$ cat src/rtl/wf_sel_pkg.sv
package wf_sel_pkg;
  localparam int DEF_BANKS  = 8;
  localparam int DEF_SLOT_B = 3;
  localparam int DEF_SECT_N = 4;
  localparam int DEF_ROWS   = 4;
  localparam int DEF_TIME_W = 16;

  // memory block row owning a departure slot: span of n frames of b slots
  function automatic int unsigned block_row(int unsigned dep, int unsigned b,
                                            int unsigned n, int unsigned m);
    return (dep / (b * n)) % m;
  endfunction
endpackage

$ cat src/rtl/wf_busy_track.sv
module wf_busy_track #(
  parameter int K = 8,
  parameter int B = 3,
  localparam int BANK_W = $clog2(K),
  localparam int HOLD_W = $clog2(B + 1)
) (
  input  logic              clk,
  input  logic              rst_n,
  input  logic              wr_en,
  input  logic [BANK_W-1:0] wr_bank,
  output logic [K-1:0]      wr_busy
);
  for (genvar g = 0; g < K; g++) begin : g_bank
    logic [HOLD_W-1:0] hold_q;
    always_ff @(posedge clk or negedge rst_n) begin
      if (!rst_n)                                  hold_q <= '0;
      else if (wr_en && wr_bank == BANK_W'(g))     hold_q <= HOLD_W'(B - 1);
      else if (hold_q != '0)                       hold_q <= hold_q - 1'b1;
    end
    assign wr_busy[g] = (hold_q != '0);
  end
endmodule

$ cat src/rtl/wf_min_pick.sv
module wf_min_pick #(
  parameter int K = 8,
  parameter int CNT_W = 3,
  localparam int BANK_W = $clog2(K)
) (
  input  logic [K-1:0]            cand,
  input  logic [K-1:0][CNT_W-1:0] cnts,
  output logic                    found,
  output logic [BANK_W-1:0]       idx,
  output logic [CNT_W-1:0]        min_cnt
);
  always_comb begin
    found   = 1'b0;
    idx     = '0;
    min_cnt = '0;
    for (int k = 0; k < K; k++) begin
      // strict compare keeps the lowest index on a tie
      if (cand[k] && (!found || cnts[k] < min_cnt)) begin
        found   = 1'b1;
        idx     = BANK_W'(k);
        min_cnt = cnts[k];
      end
    end
  end
endmodule

$ cat src/rtl/wf_occ_table.sv
module wf_occ_table #(
  parameter int K = 8,
  parameter int M = 4,
  parameter int N = 4,
  localparam int BANK_W = $clog2(K),
  localparam int ROW_W  = $clog2(M),
  localparam int CNT_W  = $clog2(N + 1)
) (
  input  logic                    clk,
  input  logic                    rst_n,
  input  logic [ROW_W-1:0]        rd_row,
  output logic [K-1:0][CNT_W-1:0] row_cnts,
  input  logic                    inc_en,
  input  logic [ROW_W-1:0]        inc_row,
  input  logic [BANK_W-1:0]       inc_bank,
  input  logic                    clr_en,
  input  logic [ROW_W-1:0]        clr_row,
  input  logic [BANK_W-1:0]       clr_bank
);
  logic [CNT_W-1:0] occ [M][K];

  for (genvar r = 0; r < M; r++) begin : g_row
    for (genvar k = 0; k < K; k++) begin : g_col
      logic inc_hit, clr_hit;
      assign inc_hit = inc_en && inc_row == ROW_W'(r) && inc_bank == BANK_W'(k);
      assign clr_hit = clr_en && clr_row == ROW_W'(r) && clr_bank == BANK_W'(k);
      always_ff @(posedge clk or negedge rst_n) begin
        if (!rst_n)       occ[r][k] <= '0;
        else if (inc_hit) occ[r][k] <= (clr_hit ? '0 : occ[r][k]) + 1'b1;
        else if (clr_hit) occ[r][k] <= '0;
      end
    end
  end

  for (genvar k = 0; k < K; k++) begin : g_read
    assign row_cnts[k] = occ[rd_row][k];
  end
endmodule

$ cat src/rtl/wf_bank_select.sv
module wf_bank_select
  import wf_sel_pkg::*;
#(
  parameter int K      = DEF_BANKS,
  parameter int B      = DEF_SLOT_B,
  parameter int N      = DEF_SECT_N,
  parameter int M      = DEF_ROWS,
  parameter int TIME_W = DEF_TIME_W,
  localparam int BANK_W = $clog2(K),
  localparam int ROW_W  = $clog2(M),
  localparam int CNT_W  = $clog2(N + 1)
) (
  input  logic              clk,
  input  logic              rst_n,
  input  logic              arr_valid,
  input  logic [TIME_W-1:0] arr_dep_time,
  input  logic [K-1:0]      rd_busy,
  input  logic              clr_valid,
  input  logic [ROW_W-1:0]  clr_row,
  input  logic [BANK_W-1:0] clr_bank,
  output logic              grant,
  output logic              ovf_err,
  output logic [BANK_W-1:0] sel_bank,
  output logic [ROW_W-1:0]  sel_row,
  output logic [CNT_W-1:0]  sel_count,
  output logic [K-1:0]      cand_vec
);
  logic [K-1:0]            wr_busy;
  logic [K-1:0][CNT_W-1:0] row_cnts;
  logic                    pick_found;
  logic                    pick_full;
  logic                    wr_fire;

  assign sel_row  = ROW_W'(block_row(32'(arr_dep_time), B, N, M));
  assign cand_vec = ~rd_busy & ~wr_busy;

  wf_occ_table #(.K(K), .M(M), .N(N)) u_occ (
    .clk, .rst_n,
    .rd_row   (sel_row),
    .row_cnts (row_cnts),
    .inc_en   (wr_fire),
    .inc_row  (sel_row),
    .inc_bank (sel_bank),
    .clr_en   (clr_valid),
    .clr_row  (clr_row),
    .clr_bank (clr_bank)
  );

  wf_min_pick #(.K(K), .CNT_W(CNT_W)) u_pick (
    .cand    (cand_vec),
    .cnts    (row_cnts),
    .found   (pick_found),
    .idx     (sel_bank),
    .min_cnt (sel_count)
  );

  wf_busy_track #(.K(K), .B(B)) u_busy (
    .clk, .rst_n,
    .wr_en   (wr_fire),
    .wr_bank (sel_bank),
    .wr_busy (wr_busy)
  );

  assign pick_full = (sel_count == CNT_W'(N));
  assign wr_fire   = arr_valid && pick_found && !pick_full;
  assign grant     = wr_fire;
  assign ovf_err   = arr_valid && pick_found && pick_full;
endmodule

$ cat config.mk
export PLATFORM = sky130hd
export DESIGN_NAME = wf_bank_select
export DESIGN_NICKNAME = d
export VERILOG_FILES = /design/src/rtl/wf_sel_pkg.sv /design/src/rtl/wf_busy_track.sv /design/src/rtl/wf_min_pick.sv /design/src/rtl/wf_occ_table.sv /design/src/rtl/wf_bank_select.sv
export SDC_FILE = /design/constraint.sdc
export NUM_CORES = 1
export LEC_CHECK = 0
export BUFFER_PORTS_ARGS = -buffer_cell sky130_fd_sc_hd__buf_2
export CORE_UTILIZATION = 65
export CTS_BUF_LIST = sky130_fd_sc_hd__clkbuf_2 sky130_fd_sc_hd__clkbuf_4 sky130_fd_sc_hd__clkbuf_8
export DETAILED_ROUTE_END_ITERATION = 10
export PLACE_DENSITY = 0.87
export SLEW_MARGIN = 0
export SYNTH_ARGS = -nofsm -noshare
export SYNTH_HDL_FRONTEND = slang
export SYNTH_SLANG_ARGS = --single-unit
$ cat constraint.sdc
create_clock -name clk -period 67.3 [get_ports clk]
set_input_delay 13.46 -clock clk [delete_from_list [all_inputs] [get_ports clk]]
set_output_delay 13.46 -clock clk [all_outputs]
set_load 0.1 [all_outputs]
==> results_dict.tcl <==
set metrics [dict create \
    status "finished clean" \
    core_um2 13880 \
    clk_latency_ns 0.42 \
    port_buffers 50 \
    drive_above_1_share_pct 14.19 \
    synthCells 1009 \
    grt_usage_pct 30.52 \
    power_density_nw_per_um2 41.32 \
    p_leak_nw 4.672 \
    finalClockSkew_ns 0.01671 \
    dp.final_hpwl_mm 15.49 \
    fillCellCount 1038 \
    async_reset_ff_share_pct 100.0 \
    cts_tree "done" \
    vias_per_cell 6.427 \
    utilization_pct 69.73 \
    cts.sinks 112 \
    fmax_mhz 22.96 \
    clk_path_buf_depth 2 \
    fin_crit_ns 43.56 \
    critical_path_required_ns 53.84 \
    worstHoldPathCells 1 \
    cts_root_buffer "clkbuf_8" \
    slew_headroom_pct 28.95 \
    cp_num_buf_inv 7 \
    route.antenna.remaining_nets 0 \
    setup_violations 0 \
    ctsResizeCount 0 \
    top_usage_layer "met2" \
    hp-class "reg2reg" \
    start_util_pct 66.55 \
    criticalPathCategory "in2out" \
    mostFrequentLayoutCell "dfrtp_1" \
    max_cap_viol_count 0 \
    grtUsageMet1_pct 41.47 \
    critPathTopFamily "compound AO/OA/AOI/OAI gates" \
    cts_hold_buf 0 \
    postCtsSetupBuffers 0 \
    syn-num-nets 1097 \
    gp_congestion 0.9371 \
    path_clk_slew_ns 0.10 \
    die_area_um2 14690 \
    synth_warnings 0 \
    drtPass1Iterations 5 \
    wl_per_cell_um 17.85 \
    cts_buffers 9 \
    synth_edf_count 0 \
    io-pin-count 51 \
    overflow 0 \
    worstMarginPinSlew_ns 1.062 \
    fin_nets 1119 \
    reg2regPathDepth 60 \
    num_antenna_cells 0 \
    crit_path_end_kind "output pin" \
    multi_input_area_um2 5972 \
    syn_area_per_cell_um2 9.155 \
    drv_slew 0 \
    ys_seq_area_share_pct 30.34 \
    path_depth 73 \
    synthFlopType "dfrtp_1" \
    grt_pass1_wl_mm 35.31 \
    arrival_ns 30.10 \
    num_rows 43 \
    fin_tns_setup_ns 0 \
    hold_viol_final 0 \
    postPlaceCellArea_um2 9489 \
    use_met2_pct 49.14 \
    vias 7815 \
    crit_path_top_delay_cell "buf_4" \
    vdd_ir_drop_max_v 0.00002625 \
    period_share_pct 64.73 \
    syn_to_final_growth_pct 4.781 \
    crit_top_cell "ha_1" \
    die_h_um 121.2 \
    rsz0062_at_grt "false" \
    grt_pass1_vias 7369 \
    crit_fanout 65 \
    regArea_um2 2803 \
    drt_wl_total_mm 21.71 \
    final_area_um2 9679 \
    antenna_found_initial 0 \
    layout_common_cells "dfrtp_1 (112), nand2_1 (109), and2_1 (69)" \
    drc 0 \
    cp-start-kind "primary input" \
    chipWidth_um 121.2 \
    drtIter0Drc 698 \
    cpPeakStageDelay_ns 0.64 \
    synth-seq-cells 112 \
    htreeDepth 3 \
    met3_usage_pct 5.874 \
    synth_area_um2 9238 \
    synth.distinct_cells 96 \
    grt_max_degree 66 \
]
-- layout make-up --
cell class                      count  share of cell area (%)
Clock buffer                       11                   1.499
Clock inverter                      5                  0.4654
Inverter                           45                   1.823
Multi-Input combinational cell    805                   61.70
Sequential cell                   112                   28.96
Tap cell                          180                   2.327
Timing Repair Buffer               58                   3.232
-- final timing paths --
kind                                                  from                         end  slack (ns)
worst max-delay path                      arr_dep_time[15]                     ovf_err       23.74
worst min register to register  u_busy.g_bank[6].hold_q[1]  u_busy.g_bank[6].hold_q[1]        0.52
worst max register to register  u_busy.g_bank[0].hold_q[0]               u_occ.occ[82]       54.73
worst min-delay path            u_busy.g_bank[6].hold_q[1]  u_busy.g_bank[6].hold_q[1]        0.52
min in group asynchronous                            rst_n               u_occ.occ[25]       13.10
max in group asynchronous                            rst_n               u_occ.occ[40]       53.00
-- cells by family (layout without fill, tap and decap cells) --
| logic type | after synthesis | count (layout) | share of synthesized area (%) |
|---|---|---|---|
| flip-flops | 112 | 112 | 30.34 |
| XOR/XNOR | 76 | 76 | 7.206 |
| AND/OR/NAND/NOR | 402 | 402 | 24.16 |
| AO/OA/AOI/OAI | 178 | 178 | 14.64 |
| buffers and inverters | 92 | 119 | 5.215 |
| multiplexers | 94 | 94 | 10.98 |
| adder cells (fa/ha/maj) | 55 | 55 | 7.450 |
-- Yosys cell counts (all sizes together) (12+ instances only) --
cell / n / share of area, %
xor2: 55 / 5.2
nor2: 52 / 2.2
a21oi: 41 / 2.3
clkbuf: 12 / 0.49
nand2b: 14 / 0.95
and2: 70 / 4.8
nand2: 110 / 4.5
nand4: 35 / 2.5
o21ai: 34 / 1.9
xnor2: 21 / 2.0
mux2i: 48 / 5.3
ha: 55 / 7.4
dfrtp: 112 / 30
inv: 43 / 1.8
nand3: 34 / 2.7
nor3: 14 / 0.92
mux2: 46 / 5.6
and3: 25 / 1.7
buf: 34 / 2.7
-- flip-flops by register name, indices dropped and copies added (netlist names) --
name                  cells
u_busy.g_bank.hold_q     16
u_occ.occ                96
-- where the power goes --
group / total, mW / switching, mW / internal [mW]
Combinational: 0.261 / 0.179 / 0.0817
Sequential: 0.0983 / 0.0114 / 0.0870
Clock: 0.0410 / 0.0255 / 0.0155
-- routing by layer --
layer | vias up | wire (µm)
li1 | 3671 | -
met1 | 3831 | 9807
met2 | 278 | 10120
met3 | 35 | 1383
met4 | 0 | 395
met5 | - | 0
-- stage by stage --
step / hold WS [ns] / power (mW) / std cells / setup slack (ns)
2_1_floorplan: 0.4838 / 0.3103 / 1009 / 24.82
3_3_place_gp: 0.4991 / 0.3464 / 1200 / 24.56
3_5_place_dp: 0.5065 / 0.3542 / 1200 / 24.09
4_1_cts: 0.5297 / 0.3966 / 1216 / 23.97
5_1_grt: 0.5563 / 0.4263 / 1216 / 22.48
6_report: 0.5216 / 0.3999 / 1216 / 23.74
-- worst reg2reg max path, delay by kind of cell, from the launching register on --
kind / cells / cell delay [ns]
adders and majority gates: 8 / 2.31
and+or+nand+nor: 17 / 2.35
DFF: 1 / 0.41
buffers and inverters: 6 / 1.08
AOI/OAI and AO/OA: 27 / 5.65
muxes: 2 / 0.71
(Power assumes the default switching activity.)
